===== src/rtl/cfr_pkg.sv =====
// Package: shared register indices, control-word layout and sizes for the
// counter control frame. Assumes 32-bit registers on word-aligned offsets.
package cfr_pkg;
    localparam int REG_W     = 32;
    localparam int NUM_SCALE = 2;
    localparam int NUM_REGS  = 7;

    // Word indices of the decoded registers (byte offset = index * 4)
    localparam int IX_CTRL = 0;
    localparam int IX_STAT = 1;
    localparam int IX_ICLR = 2;
    localparam int IX_CLO  = 3;
    localparam int IX_CHI  = 4;
    localparam int IX_SC0  = 5;

    // Control word, bit 0 = run ... bit 4 = bus-error enable
    typedef struct packed {
        logic slv_en;
        logic irq_en;
        logic scl_en;
        logic hdbg;
        logic run;
    } ctl_t;

    localparam int CTL_W = $bits(ctl_t);
    localparam ctl_t CTL_RESET = '{slv_en: 1'b0, irq_en: 1'b0, scl_en: 1'b0,
                                   hdbg: 1'b0, run: 1'b1};
endpackage


===== src/rtl/cfr_decode.sv =====
// Module: address and security decode for one APB transfer.
// Flags a security mismatch first; only a security-clean transfer can be a
// decode error. Produces a one-hot register select for legal transfers.
// Assumes a single outstanding transfer (APB).
module cfr_decode #(
    parameter int ADDR_W   = 12,
    parameter bit FRAME_NS = 1'b0
) (
    input  logic                         clk,
    input  logic                         rst_n,
    input  logic                         psel,
    input  logic                         penable,
    input  logic [ADDR_W-1:0]            paddr,
    input  logic                         pprot_ns,
    output logic                         sec_err_o,
    output logic                         dec_err_o,
    output logic [cfr_pkg::NUM_REGS-1:0] sel_o
);
    import cfr_pkg::*;
    localparam int WORD_W = ADDR_W - 2;

    logic              xfer;
    logic              hit;
    logic              legal;
    logic [WORD_W-1:0] word;

    // Classify the access-phase transfer
    always_comb begin
        xfer      = psel && penable;
        word      = paddr[ADDR_W-1:2];
        hit       = (paddr[1:0] == 2'b00) && (word < WORD_W'(NUM_REGS));
        sec_err_o = xfer && (pprot_ns != FRAME_NS);
        dec_err_o = xfer && !sec_err_o && !hit;
        legal     = xfer && !sec_err_o && hit;
    end

    // One select line per decoded register
    for (genvar i = 0; i < NUM_REGS; i++) begin : g_sel
        assign sel_o[i] = legal && (word == WORD_W'(i));
    end

    AST_SEL_ONEHOT: assert property (@(posedge clk) disable iff (!rst_n)
        $onehot0(sel_o));
    AST_ERR_EXCLUSIVE: assert property (@(posedge clk) disable iff (!rst_n)
        !(sec_err_o && dec_err_o));
    AST_ERR_NO_SEL: assert property (@(posedge clk) disable iff (!rst_n)
        (sec_err_o || dec_err_o) |-> (sel_o == '0));
endmodule


===== src/rtl/cfr_regs.sv =====
// Module: control word, scale registers, read-back mux and count strobes.
// Assumes sel_i is one-hot and only asserted for legal access-phase
// transfers. Scale writes are gated by the run bit unless SCALE_WR_ANY.
module cfr_regs #(
    parameter bit          SCALE_WR_ANY = 1'b0,
    parameter bit          SCALE_IMPL   = 1'b1,
    parameter bit          HWSW_IMPL    = 1'b0,
    parameter logic [31:0] SCALE0_INIT  = 32'h0100_0000,
    parameter logic [31:0] SCALE1_INIT  = 32'h0100_0000
) (
    input  logic                         clk,
    input  logic                         rst_n,
    input  logic [cfr_pkg::NUM_REGS-1:0] sel_i,
    input  logic                         pwrite,
    input  logic [cfr_pkg::REG_W-1:0]    pwdata,
    input  logic [63:0]                  cnt_value_i,
    input  logic                         halted_i,
    input  logic [1:0]                   clk_sel_i,
    input  logic                         pend_i,
    output cfr_pkg::ctl_t                ctl_o,
    output logic [cfr_pkg::NUM_SCALE-1:0][cfr_pkg::REG_W-1:0] scale_o,
    output logic [cfr_pkg::REG_W-1:0]    rdata_o,
    output logic                         cnt_wr_lo_o,
    output logic                         cnt_wr_hi_o,
    output logic                         clr_req_o
);
    import cfr_pkg::*;

    ctl_t ctl_q;
    logic scale_ok;
    logic [REG_W-1:0] stat_w;

    // Control word: reset to running, loaded by a legal write
    always_ff @(posedge clk) begin
        if (!rst_n)
            ctl_q <= CTL_RESET;
        else if (sel_i[IX_CTRL] && pwrite)
            ctl_q <= ctl_t'(pwdata[CTL_W-1:0]);
    end

    assign scale_ok = SCALE_WR_ANY || !ctl_q.run;

    // One scale register per clock source
    for (genvar i = 0; i < NUM_SCALE; i++) begin : g_scale
        localparam logic [REG_W-1:0] INIT = (i == 0) ? SCALE0_INIT : SCALE1_INIT;
        logic [REG_W-1:0] sc_q;
        // Scale increment: load only when the run gate allows
        always_ff @(posedge clk) begin
            if (!rst_n)
                sc_q <= INIT;
            else if (sel_i[IX_SC0+i] && pwrite && scale_ok)
                sc_q <= pwdata;
        end
        assign scale_o[i] = sc_q;
    end

    // Status word assembly
    always_comb begin
        stat_w    = '0;
        stat_w[0] = halted_i;
        stat_w[2:1] = clk_sel_i;
        stat_w[3] = SCALE_IMPL;
        stat_w[4] = HWSW_IMPL;
        stat_w[5] = SCALE_WR_ANY;
        stat_w[6] = pend_i;
    end

    // Read-back mux; unselected and write-only locations give zero
    always_comb begin
        rdata_o = '0;
        if (!pwrite) begin
            if (sel_i[IX_CTRL]) rdata_o = REG_W'(ctl_q);
            if (sel_i[IX_STAT]) rdata_o = stat_w;
            if (sel_i[IX_CLO])  rdata_o = cnt_value_i[31:0];
            if (sel_i[IX_CHI])  rdata_o = cnt_value_i[63:32];
            for (int k = 0; k < NUM_SCALE; k++)
                if (sel_i[IX_SC0+k]) rdata_o = scale_o[k];
        end
    end

    // Strobes towards the count datapath and the pending-flag clear
    always_comb begin
        cnt_wr_lo_o = sel_i[IX_CLO] && pwrite;
        cnt_wr_hi_o = sel_i[IX_CHI] && pwrite;
        clr_req_o   = sel_i[IX_ICLR] && pwrite && pwdata[0];
    end

    assign ctl_o = ctl_q;

    AST_SCALE_LOCKED: assert property (@(posedge clk) disable iff (!rst_n)
        (ctl_q.run && !SCALE_WR_ANY) |=> $stable(scale_o));
    AST_CTRL_HOLD: assert property (@(posedge clk) disable iff (!rst_n)
        (sel_i == '0) |=> $stable(ctl_q));
    AST_RD_IDLE_ZERO: assert property (@(posedge clk) disable iff (!rst_n)
        (pwrite || sel_i == '0) |-> (rdata_o == '0));
endmodule


===== src/rtl/cfr_err.sv =====
// Module: error collection. Latches an interrupt-pending flag on any
// illegal access, clears it on request, gates the interrupt line and
// the bus error response. Assumes errors and clear never coincide in
// one transfer; if they did, set wins.
module cfr_err (
    input  logic clk,
    input  logic rst_n,
    input  logic sec_err_i,
    input  logic dec_err_i,
    input  logic clr_req_i,
    input  logic irq_en_i,
    input  logic slv_en_i,
    output logic pend_o,
    output logic irq_o,
    output logic pslverr_o
);
    logic pend_q;

    // Pending flag: set by an error, cleared by an explicit request
    always_ff @(posedge clk) begin
        if (!rst_n)
            pend_q <= 1'b0;
        else if (sec_err_i || dec_err_i)
            pend_q <= 1'b1;
        else if (clr_req_i)
            pend_q <= 1'b0;
    end

    // Output gating for interrupt and bus error response
    always_comb begin
        pend_o    = pend_q;
        irq_o     = pend_q && irq_en_i;
        pslverr_o = sec_err_i && slv_en_i;
    end

    AST_PEND_SET: assert property (@(posedge clk) disable iff (!rst_n)
        (sec_err_i || dec_err_i) |=> pend_q);
    AST_PEND_CLR: assert property (@(posedge clk) disable iff (!rst_n)
        (clr_req_i && !sec_err_i && !dec_err_i) |=> !pend_q);
    AST_PEND_STICKY: assert property (@(posedge clk) disable iff (!rst_n)
        (pend_q && !clr_req_i) |=> pend_q);
    AST_DECERR_QUIET: assert property (@(posedge clk) disable iff (!rst_n)
        dec_err_i |-> !pslverr_o);
endmodule


===== src/rtl/cnt_ctrl_frame.sv =====
// Module: APB control frame of the scaled time counter. Zero-wait-state
// slave: read data and error response are combinational in the access
// cycle, register updates land on the edge that ends it. The count itself
// is held in an external datapath reached via cnt_* ports.
module cnt_ctrl_frame #(
    parameter int          ADDR_W       = 12,
    parameter bit          FRAME_NS     = 1'b0,
    parameter bit          SCALE_WR_ANY = 1'b0,
    parameter bit          SCALE_IMPL   = 1'b1,
    parameter bit          HWSW_IMPL    = 1'b0,
    parameter logic [31:0] SCALE0_INIT  = 32'h0100_0000,
    parameter logic [31:0] SCALE1_INIT  = 32'h0100_0000
) (
    input  logic              clk,
    input  logic              rst_n,
    input  logic              psel,
    input  logic              penable,
    input  logic              pwrite,
    input  logic [ADDR_W-1:0] paddr,
    input  logic [31:0]       pwdata,
    input  logic              pprot_ns,
    output logic [31:0]       prdata,
    output logic              pready,
    output logic              pslverr,
    input  logic [63:0]       cnt_value_i,
    input  logic              halted_i,
    input  logic [1:0]        clk_sel_i,
    output logic              cnt_wr_lo_o,
    output logic              cnt_wr_hi_o,
    output logic [31:0]       cnt_wdata_o,
    output logic              run_o,
    output logic              hdbg_o,
    output logic              scale_en_o,
    output logic [31:0]       scale0_o,
    output logic [31:0]       scale1_o,
    output logic              irq_o
);
    import cfr_pkg::*;

    logic                              sec_err;
    logic                              dec_err;
    logic [NUM_REGS-1:0]               sel;
    logic                              pend;
    logic                              clr_req;
    ctl_t                              ctl;
    logic [NUM_SCALE-1:0][REG_W-1:0]   scale;

    cfr_decode #(.ADDR_W(ADDR_W), .FRAME_NS(FRAME_NS)) u_decode (
        .clk       (clk),
        .rst_n     (rst_n),
        .psel      (psel),
        .penable   (penable),
        .paddr     (paddr),
        .pprot_ns  (pprot_ns),
        .sec_err_o (sec_err),
        .dec_err_o (dec_err),
        .sel_o     (sel)
    );

    cfr_regs #(
        .SCALE_WR_ANY (SCALE_WR_ANY),
        .SCALE_IMPL   (SCALE_IMPL),
        .HWSW_IMPL    (HWSW_IMPL),
        .SCALE0_INIT  (SCALE0_INIT),
        .SCALE1_INIT  (SCALE1_INIT)
    ) u_regs (
        .clk         (clk),
        .rst_n       (rst_n),
        .sel_i       (sel),
        .pwrite      (pwrite),
        .pwdata      (pwdata),
        .cnt_value_i (cnt_value_i),
        .halted_i    (halted_i),
        .clk_sel_i   (clk_sel_i),
        .pend_i      (pend),
        .ctl_o       (ctl),
        .scale_o     (scale),
        .rdata_o     (prdata),
        .cnt_wr_lo_o (cnt_wr_lo_o),
        .cnt_wr_hi_o (cnt_wr_hi_o),
        .clr_req_o   (clr_req)
    );

    cfr_err u_err (
        .clk       (clk),
        .rst_n     (rst_n),
        .sec_err_i (sec_err),
        .dec_err_i (dec_err),
        .clr_req_i (clr_req),
        .irq_en_i  (ctl.irq_en),
        .slv_en_i  (ctl.slv_en),
        .pend_o    (pend),
        .irq_o     (irq_o),
        .pslverr_o (pslverr)
    );

    // Port fan-out of control state
    always_comb begin
        pready      = 1'b1;
        cnt_wdata_o = pwdata;
        run_o       = ctl.run;
        hdbg_o      = ctl.hdbg;
        scale_en_o  = ctl.scl_en;
        scale0_o    = scale[0];
        scale1_o    = scale[1];
    end

    AST_SEC_NO_EFFECT: assert property (@(posedge clk) disable iff (!rst_n)
        (psel && penable && pprot_ns != FRAME_NS) |=>
        ($stable(run_o) && $stable(scale_en_o) && $stable(scale0_o) && $stable(scale1_o)));
    AST_SEC_NO_STROBE: assert property (@(posedge clk) disable iff (!rst_n)
        (pprot_ns != FRAME_NS) |-> (!cnt_wr_lo_o && !cnt_wr_hi_o && prdata == '0));
    AST_SETUP_NO_EFFECT: assert property (@(posedge clk) disable iff (!rst_n)
        (psel && !penable) |=> ($stable(run_o) && $stable(hdbg_o) && $stable(scale0_o)));
    AST_PSLVERR_SRC: assert property (@(posedge clk) disable iff (!rst_n)
        pslverr |-> (psel && penable && pprot_ns != FRAME_NS));
endmodule


===== config.mk =====
export PLATFORM = sky130hd
export DESIGN_NAME = cnt_ctrl_frame
export DESIGN_NICKNAME = d
export VERILOG_FILES = /design/src/rtl/cfr_pkg.sv /design/src/rtl/cfr_decode.sv /design/src/rtl/cfr_regs.sv /design/src/rtl/cfr_err.sv /design/src/rtl/cnt_ctrl_frame.sv
export SDC_FILE = /design/constraint.sdc
export NUM_CORES = 1
export LEC_CHECK = 0
export BUFFER_PORTS_ARGS = -buffer_cell sky130_fd_sc_hd__buf_4
export CORE_MARGIN = 2
export CORE_UTILIZATION = 41
export DETAILED_ROUTE_END_ITERATION = 16
export HOLD_SLACK_MARGIN = 0.08
export PLACE_DENSITY = 0.84
export SYNTH_ARGS = -nofsm -noshare
export SYNTH_HDL_FRONTEND = slang
export SYNTH_SLANG_ARGS = --single-unit

===== constraint.sdc =====
create_clock -name clk -period 2.7 [get_ports clk]
set_clock_uncertainty 0.2 [all_clocks]
set_input_delay 0.27 -clock clk [delete_from_list [all_inputs] [get_ports clk]]
set_output_delay 0.27 -clock clk [all_outputs]
set_load 0.01 [all_outputs]

* Yosys cells after proc, flatten, opt, wreduce, memory -nomap -nowiden *
Index checks and enable logic that the tools add are counted.

word-level totals
  register bits = 70
  input port bits = 117
  output and inout bits = 136
  logic and storage cells = 55

operators by class
  magnitude comparators = 1
  equality and inequality tests = 6
  muxes and demuxes = 9
  reductions and logical operators = 31

operator list
  cell                                                                   count
  32-bit two-way mux                                                     5
  10-bit by 3-bit == test with 1-bit output, second input constant       3
  1-bit logical AND                                                      24
  10-bit by 2-bit == test with 1-bit output, second input constant       2
  10-bit by 1-bit == test with 1-bit output, second input constant       1
  10-bit logical NOT                                                     1
  10-bit by 3-bit < comparator with 1-bit output, second input constant  1
  7-bit two-way mux                                                      1
  5-bit two-way mux                                                      1
  1-bit logical NOT                                                      3
  2-bit logical NOT                                                      1
  1-bit two-way mux                                                      2
  2-bit nonzero test                                                     1
  1-bit logical OR                                                       1

* Depth between registers and ports, before layout *
Gate-level depths: netlist of run 1.

  depth after elaboration = 13
  depth in mapped cells = 7
  gate-level depth less buffers = 4

* By module *
From an unflattened synthesis of run 1, not the netlist that was laid out.

unflattened totals
  cells, all modules = 601
  area total of the unflattened synthesis = 4443.0 µm²

modules (own cells, without submodules)
  module          times used  cells each  area an instance (µm²)  seq. area each (µm²)
  cfr_regs        1           538         3975.1                  1381.3
  cnt_ctrl_frame  1           34          251.5                   0.0
  cfr_decode      1           24          160.2                   0.0
  cfr_err         1           5           56.3                    20.0

* Worst setup path before layout of run 1 *
Ideal clock, no wire load.

  path type = input to output
  from = input paddr[1]
  to = output prdata[0]
  arrival time = 2103 ps
  data required time = 2230 ps
  path slack = 127 ps
  cell stages on the path = 6
  buffers on the path = 3
  cells stage by stage = or4_4 buf_6 or3_4 buf_6 buf_2 nor4b_1

on the way
  word-level cells in the longest chain between the ends = 11
  elaborated cells on any way between the ends = 16
  those cells by class = 7 x mux; 9 x reduce/logical

ends and longest elaborated chain
  what                    RTL line              text
  start: declaration      cnt_ctrl_frame.sv:19  input logic [ADDR_W-1:0] paddr,
  2-bit logical NOT (*)   cfr_decode.sv:31      hit = (paddr[1:0] == 2'b00) && (word < WORD_W'(NUM_REGS));
  1-bit logical AND (*)   cfr_decode.sv:31
  1-bit logical AND (*)   cfr_decode.sv:34      legal = xfer && !sec_err_o && hit;
  1-bit logical AND       cfr_decode.sv:39      assign sel_o[i] = legal && (word == WORD_W'(i));
  5-bit two-way mux       cfr_regs.sv:72        if (sel_i[IX_CTRL]) rdata_o = REG_W'(ctl_q);
  7-bit two-way mux       cfr_regs.sv:73        if (sel_i[IX_STAT]) rdata_o = stat_w;
  32-bit two-way mux      cfr_regs.sv:74        if (sel_i[IX_CLO]) rdata_o = cnt_value_i[31:0];
  32-bit two-way mux      cfr_regs.sv:75        if (sel_i[IX_CHI]) rdata_o = cnt_value_i[63:32];
  32-bit two-way mux      cfr_regs.sv:77        if (sel_i[IX_SC0+k]) rdata_o = scale_o[k];
  32-bit two-way mux (*)  cfr_regs.sv:77
  32-bit two-way mux (*)  cfr_regs.sv:71        if (!pwrite) begin
  end: declaration        cnt_ctrl_frame.sv:22  output logic [31:0] prdata,

Every way passes the cells marked *; elsewhere a longest branch is shown, timed or not.

* Worst setup path in the final report of run 1 *
  from = input paddr[1]
  to = output prdata[5]

on the way
  word-level cells in the longest chain between the ends = 9
  elaborated cells on any way between the ends = 12
  those cells by class = 5 x mux; 7 x reduce/logical

ends and longest elaborated chain
  what                    RTL line
  2-bit logical NOT (*)   cfr_decode.sv:31
  1-bit logical AND (*)   cfr_decode.sv:31
  1-bit logical AND (*)   cfr_decode.sv:34
  1-bit logical AND       cfr_decode.sv:39
  32-bit two-way mux      cfr_regs.sv:74
  32-bit two-way mux      cfr_regs.sv:75
  32-bit two-way mux      cfr_regs.sv:77
  32-bit two-way mux (*)  cfr_regs.sv:77
  32-bit two-way mux (*)  cfr_regs.sv:71

Marks and branches as above.

==> flow_summary_export.csv, run 1 <==
group,metric,value,unit
timing,setup_viol,6,
global_routing,groute.usage.overall,0.312,
timing,hold_slack,94.7,ps
drt,initialDrtViolationCount,874,
critical_path,r2r_end,"u_regs.g_scale[0].sc_q[10]",
pwr,internal_power,1.92,mW
logic_synthesis,avgSynthCellArea,7.48,um2
critical_path,worstPathArrival,2310,ps
critical_path,crit_required,2230,ps
timing,max-slew-margin-rel,0.596,
critical_path,end_kind,"output port",
critical_path,r2r-start,"u_regs.ctl_o[0]",
critical_path,path_max_fanout,10,
clock_tree,cts_sinks,70,
placement,post-dp-hpwl,14.1,mm
timing,finalHoldViolations,0,
clock_tree,clkSlewWorstSetupHoldPaths,50,ps
timing,maxSlewViolCount,0,
pwr,pwr-share-comb,0.167,
logic_synthesis,yosysSeqAreaShare,0.289,
critical_path,path_class,"primary input to output port",
outcome,run_status,"finished with violations",
outcome,violations,"negative setup slack",
floorplanning,core_area,11500,um2
drt,drc,0,
drt,drtAntennaViolNets,0,
logic_synthesis,yosys_warnings,0,
drt,wire_per_inst,20.6,um
flow_run,max_cap_viol_count,0,
drt,drt_pass1_iterations,6,
finish,final_nets,1006,
floorplanning,fp.dieH,113,um
placement,io_buffers,251,
critical_path,cp-endpoint,"prdata[5]",
timing,clock.fmax,360,MHz
logic_synthesis,synth_nets,765,
critical_path,r2r_cells,7,
finish,synthToLayoutAreaGrowth,53.8,%
global_routing,grt_pass1_wl,31.8,mm
logic_synthesis,ys_async_sr_fraction,0,
clock_tree,ctsLongestPathBuffers,2,
global_routing,gr-total-overflow,0,
pwr,swShare,0.257,
placement,place_inst,983,
timing,rsz0062_at_grt,"true",
drt,avgViaCountPerCell,6.04,
clock_tree,cts_root_buf,"clkbuf_16",
logic_synthesis,synth.ff_latch_count,70,
clock_tree,clock_latency,320,ps
pwr,power_switching,0.664,mW
finish,n_fill_cell,985,
critical_path,startpoint,"paddr[1]",
timing,finalCritPeriodShare,1.03,
finish,final_cells,1037,
clock_tree,cts_tree,"built",
critical_path,ff2ff_setup_slack,940,ps
critical_path,worstSetupStartpointType,"primary input",
finish,drive_gt1_frac,0.381,
global_routing,grt_pass1_vias,5735,
drt,wirelength,21.4,mm
placement,dp_worst_setup_slack,-122,ps
timing,worst_slack,-79.9,ps
logic_synthesis,synth_cell_type_count,54,
pwr,p_leak,3.13,nW
timing,tightest_slew,606,ps
floorplanning,start_util,0.423,
pwr,ir_worst_vdd,298,uV
logic_synthesis,synth_edf_count,0,
floorplanning,dieWidth,113,um
drt,vias,6261,
worst_hold_path,hold_class,"primary input to flip-flop",
floorplanning,io_pins,253,
floorplanning,num_rows,39,
placement,gp_congestion,0.934,
global_routing,grt_start_max_net_pins,71,
global_routing,antenna_found_initial,0,
pwr,power_density,347,nW/um2
pwr,p_seq_frac,0.400,
clock_tree,cts_made_buffers,9,
pwr,power_frac_clock,0.433,
finish,final_area,7460,um2
timing,layout_min_cycle_time,2780,ps
clock_tree,h-tree-depth,3,
finish,antenna_cells,0,
finish,post-route-util,0.650,
placement,placed_area,6730,um2
logic_synthesis,synthCells,648,
logic_synthesis,synthesis.area,4850,um2
logic_synthesis,synth_flop_cell,"dfxtp_1",
floorplanning,dieArea,12700,um2
## cells in the mapped netlist, drive strengths merged (2+ instances only)
cell,instances,share of area
a21oi,32,0.033
o21ai,110,0.11
nand2,18,0.014
buf,59,0.086
nand4,37,0.048
or4,4,0.0077
dfxtp,70,0.29
nand3b,8,0.012
or3,3,0.0049
mux2i,4,0.0083
nor2b,2,0.0026
inv,25,0.019
clkbuf,45,0.035
o22ai,3,0.0039
nand3,42,0.043
a22o,14,0.025
a211oi,2,0.0031
nand4b,2,0.0036
a21boi,68,0.11
nor2,27,0.024
nand2b,4,0.0052
nor4,6,0.013
a31oi,5,0.0065
o32ai,17,0.031
nor3,12,0.012
a221oi,3,0.0054
and3,5,0.0065
mux2,3,0.0070
and2,3,0.0039
## power by group through the flow
stage               clock network (mW)  registers [mW]  logic, mW
global placement                     0            1.06      0.369
detailed placement                   0            1.06      0.374
CTS                               1.13            1.03      0.415
floorplan                            0            1.06      0.171
finish                            1.12            1.03      0.431
global route                      1.18            1.03      0.457
## how the worst min path moves through the flow
| stage | startpoint | endpoint | cells after the start |
|---|---|---|---|
| 6_report | penable | u_err.pend_o | 3 |
| 5_1_grt | penable | u_err.pend_o | 3 |
| 4_1_cts | penable | u_err.pend_o | 3 |
| 3_5_place_dp | u_regs.g_scale[0].sc_q[31] | u_regs.g_scale[0].sc_q[31] | 2 |
| 3_3_place_gp | u_regs.g_scale[0].sc_q[29] | u_regs.g_scale[0].sc_q[29] | 2 |
| 2_1_floorplan | pwdata[24] | u_regs.g_scale[0].sc_q[24] | 2 |
## critical path, stage by stage
cell     delay, ps
buf_6           90
or4_4          550
buf_12         170
or3_4          470
buf_12         180
o32ai_1        280
a22o_1         180
buf_4          120
## metal layers
| layer | global-route usage | up-vias | wire length [um] |
|---|---|---|---|
| met1 | 0.410 | 2945 | 8400 |
| met5 | 0 | - | 0 |
| li1 | - | 2845 | - |
| met3 | 0.0445 | 52 | 2060 |
| met4 | 0.106 | 0 | 612 |
| met2 | 0.528 | 419 | 10300 |
## state kept, by name (all words and copies together) (netlist names)
name,cells
u_err.pend_o,1
u_regs.ctl_o,5
u_regs.g_scale.sc_q,64
## cell usage in the layout (no fill, tap or decap), types with 4 or more instances in the layout
cell type      netlist  final
o32ai_1             17     13
clkbuf_16            0      9
o21ai_1             40     41
o21ai_0             70     69
dlygate4sd3_1        0     32
a21boi_1            51     51
nor2_1              26     25
a31oi_1              5      5
a21oi_1             32     32
or4_4                2      4
a21boi_0            17     17
nand3b_1             8      8
nand2b_1             4      4
dfxtp_1             70     70
inv_1               25     25
nand3_1             42     42
buf_12               0      4
buf_6                7      6
nand2_1             18     18
nor3_1              12      9
o32ai_2              0      4
buf_4               33    290
nand4_1             37     37
mux2i_1              4      4
and3_1               5      5
a22o_1              14     14
## layout make-up
cell class                      instances  area, um2  share of cell area
Multi-Input combinational cell        451       2850               0.382
Timing Repair Buffer                  332       2650               0.355
Sequential cell                        70       1400               0.188
Clock buffer                           10        239              0.0321
Tap cell                              143        179              0.0240
Inverter                               25       93.8              0.0126
Clock inverter                          6       46.3             0.00621
## timing repair
item | CTS | global route
gates resized for setup | 4 | 14
pin swaps | 4 | 7
cloned | 1 | 1
endpoints found under the setup margin | 31 | 23
hold buffers | 32 | 0
setup buffers | 3 | 1
endpoints found under the hold margin | 68 | 0
## through the flow
stage	setup TNS [ps]	total power, mW
final	-174	2.58
after CTS	-28.6	2.58
after floorplan	0	1.23
after global placement	-2280	1.43
after global routing	-622	2.67
after detailed placement	-2870	1.43
## kinds of logic after synthesis
kind of cell	count (synthesis)	synth area share
AO/OA/AOI/OAI	260	0.338
AND/OR/NAND/NOR	181	0.217
buffers and inverters	129	0.140
flip-flops	70	0.289
multiplexers	7	0.0152
other	1	0.000774
Power figures use the tool's default switching activity.
==> run 2: changes to the inputs <==
--- a/config.mk
+++ b/config.mk
@@ -11,6 +11,7 @@
 export DETAILED_ROUTE_END_ITERATION = 16
 export HOLD_SLACK_MARGIN = 0.08
 export PLACE_DENSITY = 0.84
+export RECOVER_POWER = 50
 export SYNTH_ARGS = -nofsm -noshare
 export SYNTH_HDL_FRONTEND = slang
 export SYNTH_SLANG_ARGS = --single-unit
==> run 2 against run 1 <==
  * The flow still finishes with violations (negative setup slack)
  * Count of clock-buffer cells in the layout unchanged
  * Die area unchanged
  * Sequential cell count unchanged
  * Maximum frequency increased by 0.97%
  * Combinational power decreased by 4%
  * Global-route usage unchanged
  * Register-to-register slack got worse by 70 ps
==> flow_summary_export.csv, run 2 (synthesis gave the netlist of run 1 again) <==
group,metric,value,unit
placement,io_buffers,251,
critical_path,critPathSlowestCell,"or4_4",
drt,drt_pass1_iterations,6,
timing,finalHoldViolations,0,
flow_run,max_cap_viol_count,0,
finish,max_flop_register,"u_regs.g_scale.sc_q",
timing,layout_min_cycle_time,2750,ps
timing,setup_viol,4,
timing,hold_slack,94.2,ps
global_routing,antenna_found_initial,0,
floorplanning,fp.dieH,113,um
timing,clock.fmax,363,MHz
critical_path,path_max_fanout,10,
critical_path,worstPathArrival,2280,ps
drt,drc,0,
clock_tree,cts_made_buffers,9,
global_routing,grt_pass1_vias,5735,
global_routing,gr-total-overflow,0,
critical_path,crit_top_cell,"buf_12",
finish,drive_gt1_frac,0.277,
drt,wl_met1,8.34,mm
floorplanning,num_rows,39,
pwr,ir_worst_vdd,298,uV
pwr,power_density,361,nW/um2
clock_tree,cts_tree,"built",
timing,maxSlewViolCount,0,
finish,final_common_cell,"buf_4",
global_routing,grt_pass1_wl,31.8,mm
floorplanning,dieWidth,113,um
finish,largest_register_ffs,64,
critical_path,path_class,"primary input to output port",
clock_tree,cts_root_buf,"clkbuf_16",
drt,met3_length,2.01,mm
floorplanning,core_area,11500,um2
drt,highest_layer,"met4",
drt,avgViaCountPerCell,6.08,
finish,final_nets,1006,
drt,initialDrtViolationCount,811,
worst_hold_path,hold_class,"primary input to flip-flop",
finish,final_cell_mix,"buf_4 (197), clkbuf_1 (93), dfxtp_1 (70), o21ai_0 (69), a21boi_1 (51)",
drt,wirelength,21.3,mm
pwr,p_leak,2.75,nW
timing,worst_slack,-53.2,ps
global_routing,groute.usage.overall,0.312,
floorplanning,io_pins,253,
timing,max-slew-margin-rel,0.588,
clock_tree,clock_latency,320,ps
outcome,run_status,"finished with violations",
finish,post-route-util,0.620,
clock_tree,h-tree-depth,3,
floorplanning,dieArea,12700,um2
global_routing,grt_start_max_net_pins,71,
placement,gp_congestion,0.934,
outcome,violations,"negative setup slack",
drt,wl_met2,10.3,mm
critical_path,worstSetupStartpointType,"primary input",
timing,rsz0062_at_grt,"true",
critical_path,path_cells,"buf_6 -> or4_4 -> buf_12 -> or3_4 -> buf_12 -> o32ai_1 -> a22o_1 -> buf_4",
critical_path,crit_required,2230,ps
drt,vias,6302,
finish,antenna_cells,0,
floorplanning,start_util,0.423,
clock_tree,clkSlewWorstSetupHoldPaths,50,ps
timing,tightest_slew,618,ps
finish,synthToLayoutAreaGrowth,46.6,%
placement,post-dp-hpwl,14.1,mm
drt,wire_per_inst,20.5,um
critical_path,end_kind,"output port",
timing,finalCritPeriodShare,1.02,
clock_tree,cts_sinks,70,
clock_tree,ctsLongestPathBuffers,2,
drt,drtAntennaViolNets,0,
critical_path,max_stage_delay,550,ps
run 2: cell count changes in the layout (fill, tap and decap cells not counted):
cell / previous run / this run
clkbuf_1: 0 / 93
buf_4: 290 / 197
and2_1: 3 / 2
and2_0: 0 / 1
run 2: worst paths after layout:
path | start | to | slack (ps) | depth (start not counted)
hold / removal | penable | u_err.pend_o | 90 | 3
setup reg to reg | u_regs.ctl_o[0] | u_regs.g_scale[0].sc_q[10] | 870 | 7
hold reg to reg | u_regs.g_scale[0].sc_q[31] | u_regs.g_scale[0].sc_q[31] | 280 | 2
setup / recovery | paddr[1] | prdata[5] | -50 | 8
run 2: cell type report:
type	instances	area, um2
fill	1118	4360
multi-input combinational	451	2850
timing repair buffer	332	2300
sequential	70	1400
clock buffer	10	239
tap	143	179
inverter	25	93.8
clock inverter	6	46.3
run 2: layer usage:
layer	up-vias	global-route usage
met3	57	0.0445
li1	2845	-
met2	455	0.528
met1	2945	0.410
met5	-	0
met4	0	0.106
run 2: power by group:
group / switching, mW / internal, mW
Sequential: 0.000717 / 1.03
Combinational: 0.196 / 0.218
Clock: 0.465 / 0.651
Total: 0.662 / 1.90
run 2: through the flow:
stage / power [mW] / cells / setup TNS [ps] / instance area [um2] / setup WS, ps
2_1_floorplan: 1.23 / 648 / 0 / 4850 / 127
3_3_place_gp: 1.43 / 983 / -2280 / 6730 / -111
6_report: 2.57 / 1037 / -130 / 7110 / -53.2
4_1_cts: 2.58 / 1035 / -28.6 / 7380 / -13.1
3_5_place_dp: 1.43 / 983 / -2870 / 6730 / -122
5_1_grt: 2.65 / 1037 / -622 / 7110 / -94.7
run 2: what timing repair did:
| item | 4_1_cts | 5_1_grt |
|---|---|---|
| hold endpoints to repair | 68 | 0 |
| gates resized for setup | 4 | 14 |
| pin swaps | 4 | 7 |
| endpoints found under the setup margin | 31 | 23 |
| gates cloned | 1 | 1 |
| buffers inserted | 3 | 1 |
| hold buffers | 32 | 0 |
run 2: critical path: cells and delay by family:
kind | cells | cell delay [ps]
compound gates | 2 | 440
simple gates | 2 | 1020
buf+inv | 4 | 560
==> run 3: changes to the inputs <==
--- a/config.mk
+++ b/config.mk
@@ -5,7 +5,7 @@
 export SDC_FILE = /design/constraint.sdc
 export NUM_CORES = 1
 export LEC_CHECK = 0
-export BUFFER_PORTS_ARGS = -buffer_cell sky130_fd_sc_hd__buf_4
+export BUFFER_PORTS_ARGS = -buffer_cell sky130_fd_sc_hd__buf_2
 export CORE_MARGIN = 2
 export CORE_UTILIZATION = 41
 export DETAILED_ROUTE_END_ITERATION = 16
==> run 3 against run 2 <==
  * The flow still finishes with violations (negative setup slack)
  * Combinational power shrank 11%
  * Sequential power is essentially flat
  * Via count shrank 0.33%
  * Worst hold slack gained 12 ps
  * Final area shrank 4.5%
==> flow_summary_export.csv, run 3 (synthesis gave the netlist of run 1 again) <==
group,metric,value,unit
timing,worst_slack,-125,ps
floorplanning,dieArea,12700,um2
pwr,p_leak,2.69,nW
floorplanning,dieWidth,113,um
critical_path,path_class,"primary input to output port",
placement,place_inst,985,
timing,maxSlewViolCount,0,
timing,hold_slack,106,ps
drt,wirelength,21.0,mm
global_routing,grt_pass1_wl,30.7,mm
outcome,violations,"negative setup slack",
floorplanning,fp.dieH,113,um
finish,final_cells,1038,
placement,gp_congestion,0.946,
finish,final_nets,1008,
global_routing,groute.usage.overall,0.301,
clock_tree,ctsLongestPathBuffers,2,
clock_tree,cts_root_buf,"clkbuf_16",
global_routing,gr-total-overflow,0,
timing,tightest_slew,676,ps
finish,final_cell_mix,"buf_2 (158), clkbuf_1 (94), o21ai_0 (70), dfxtp_1 (70), a21boi_1 (51)",
critical_path,worstSetupStartpointType,"primary input",
critical_path,max_stage_delay,550,ps
timing,rsz0062_at_grt,"true",
drt,avgViaCountPerCell,6.05,
timing,finalHoldViolations,0,
drt,drtAntennaViolNets,0,
timing,max-slew-margin-rel,0.549,
global_routing,antenna_found_initial,0,
floorplanning,start_util,0.423,
finish,max_flop_register,"u_regs.g_scale.sc_q",
finish,synthToLayoutAreaGrowth,40.0,%
clock_tree,cts_sinks,70,
clock_tree,clkSlewWorstSetupHoldPaths,50,ps
drt,drt_pass1_iterations,5,
placement,io_buffers,251,
drt,drc,0,
worst_hold_path,hold_class,"primary input to flip-flop",
finish,largest_register_ffs,64,
outcome,run_status,"finished with violations",
timing,finalCritPeriodShare,1.05,
critical_path,crit_top_cell,"buf_2",
finish,drive_gt1_frac,0.283,
clock_tree,cts_made_buffers,9,
finish,final_common_cell,"buf_2",
floorplanning,io_pins,253,
drt,vias,6281,
placement,post-dp-hpwl,13.9,mm
floorplanning,core_area,11500,um2
timing,layout_min_cycle_time,2830,ps
placement,dp_worst_setup_slack,-181,ps
timing,clock.fmax,354,MHz
drt,initialDrtViolationCount,824,
drt,wire_per_inst,20.2,um
finish,post-route-util,0.592,
critical_path,critPathSlowestCell,"or4_4",
global_routing,grt_start_max_net_pins,71,
critical_path,path_cells,"buf_2 -> or4_4 -> buf_8 -> or3_4 -> buf_4 -> o32ai_1 -> a22o_1 -> buf_2",
finish,antenna_cells,0,
clock_tree,cts_tree,"built",
timing,finalSetupTns,-258,ps
clock_tree,clock_latency,320,ps
timing,setup_viol,7,
critical_path,worstPathArrival,2360,ps
flow_run,max_cap_viol_count,0,
global_routing,grt_pass1_vias,5801,
floorplanning,num_rows,39,
critical_path,crit_required,2230,ps
critical_path,end_kind,"output port",
critical_path,path_max_fanout,7,
clock_tree,h-tree-depth,3,
pwr,ir_worst_vdd,236,uV
pwr,power_density,393,nW/um2
-- run 3: cell types whose count changed in the layout (fill, tap and decap cells not counted), moves of 2 or more --
cell / before / now
buf_2: 0 / 158
buf_4: 197 / 44
buf_6: 6 / 3
o21ai_1: 41 / 38
bufinv_16: 0 / 2
clkinvlp_4: 2 / 0
o21ai_2: 0 / 2
-- run 3: worst max-delay path: cells and delay by family --
kind | cells | cell delay, ps
AO/OA/AOI/OAI | 2 | 510
AND/OR/NAND/NOR | 2 | 990
buffers and inverters | 4 | 580
-- run 3: layout make-up --
| type | count | area, um2 |
|---|---|---|
| Timing Repair Buffer | 335 | 1900 |
| Inverter | 25 | 93.8 |
| Clock buffer | 9 | 225 |
| Clock inverter | 6 | 87.6 |
| Multi-Input combinational cell | 450 | 2890 |
| Fill cell | 1064 | 4680 |
| Sequential cell | 70 | 1400 |
| Tap cell | 143 | 179 |
-- run 3: stage by stage --
step / total power, mW / instance area (um2)
after floorplan: 1.23 / 4850
after global placement: 1.37 / 6110
after detailed placement: 1.37 / 6110
after CTS: 2.66 / 6760
final: 2.67 / 6780
after global routing: 2.74 / 6780
-- run 3: final timing paths --
check                                                start                         end  slack, ps  cells past startpoint
worst max-delay path                              paddr[1]                  prdata[26]       -130                      8
worst min-delay path                               penable                u_err.pend_o        110                      3
worst max register to register             u_regs.ctl_o[0]  u_regs.g_scale[1].sc_q[30]        730                      4
worst min register to register  u_regs.g_scale[0].sc_q[29]  u_regs.g_scale[0].sc_q[29]        280                      2
-- run 3: power breakdown --
part | leakage, nW | internal, mW | switching [mW]
Clock | 0.155 | 0.803 | 0.458
Combinational | 1.97 | 0.173 | 0.197
Sequential | 0.564 | 1.03 | 0.000783
Total | 2.69 | 2.01 | 0.656
-- run 3: timing repair --
| action | in CTS | in global routing |
|---|---|---|
| cloned | 0 | 2 |
| hold endpoints to repair | 69 | 0 |
| endpoints found under the setup margin | 31 | 19 |
| buffers inserted | 1 | 3 |
| gates resized for setup | 2 | 19 |
| hold buffers | 32 | 0 |
| pin swaps | 2 | 3 |
-- run 3: routing by layer --
| metal | vias to the layer above | global-route usage | part of all wire |
|---|---|---|---|
| met1 | 2874 | 0.378 | 0.37 |
| met4 | 0 | 0.135 | 0.042 |
| met5 | - | 0 | 0 |
| met2 | 482 | 0.500 | 0.47 |
| li1 | 2846 | - | - |
| met3 | 79 | 0.0578 | 0.11 |
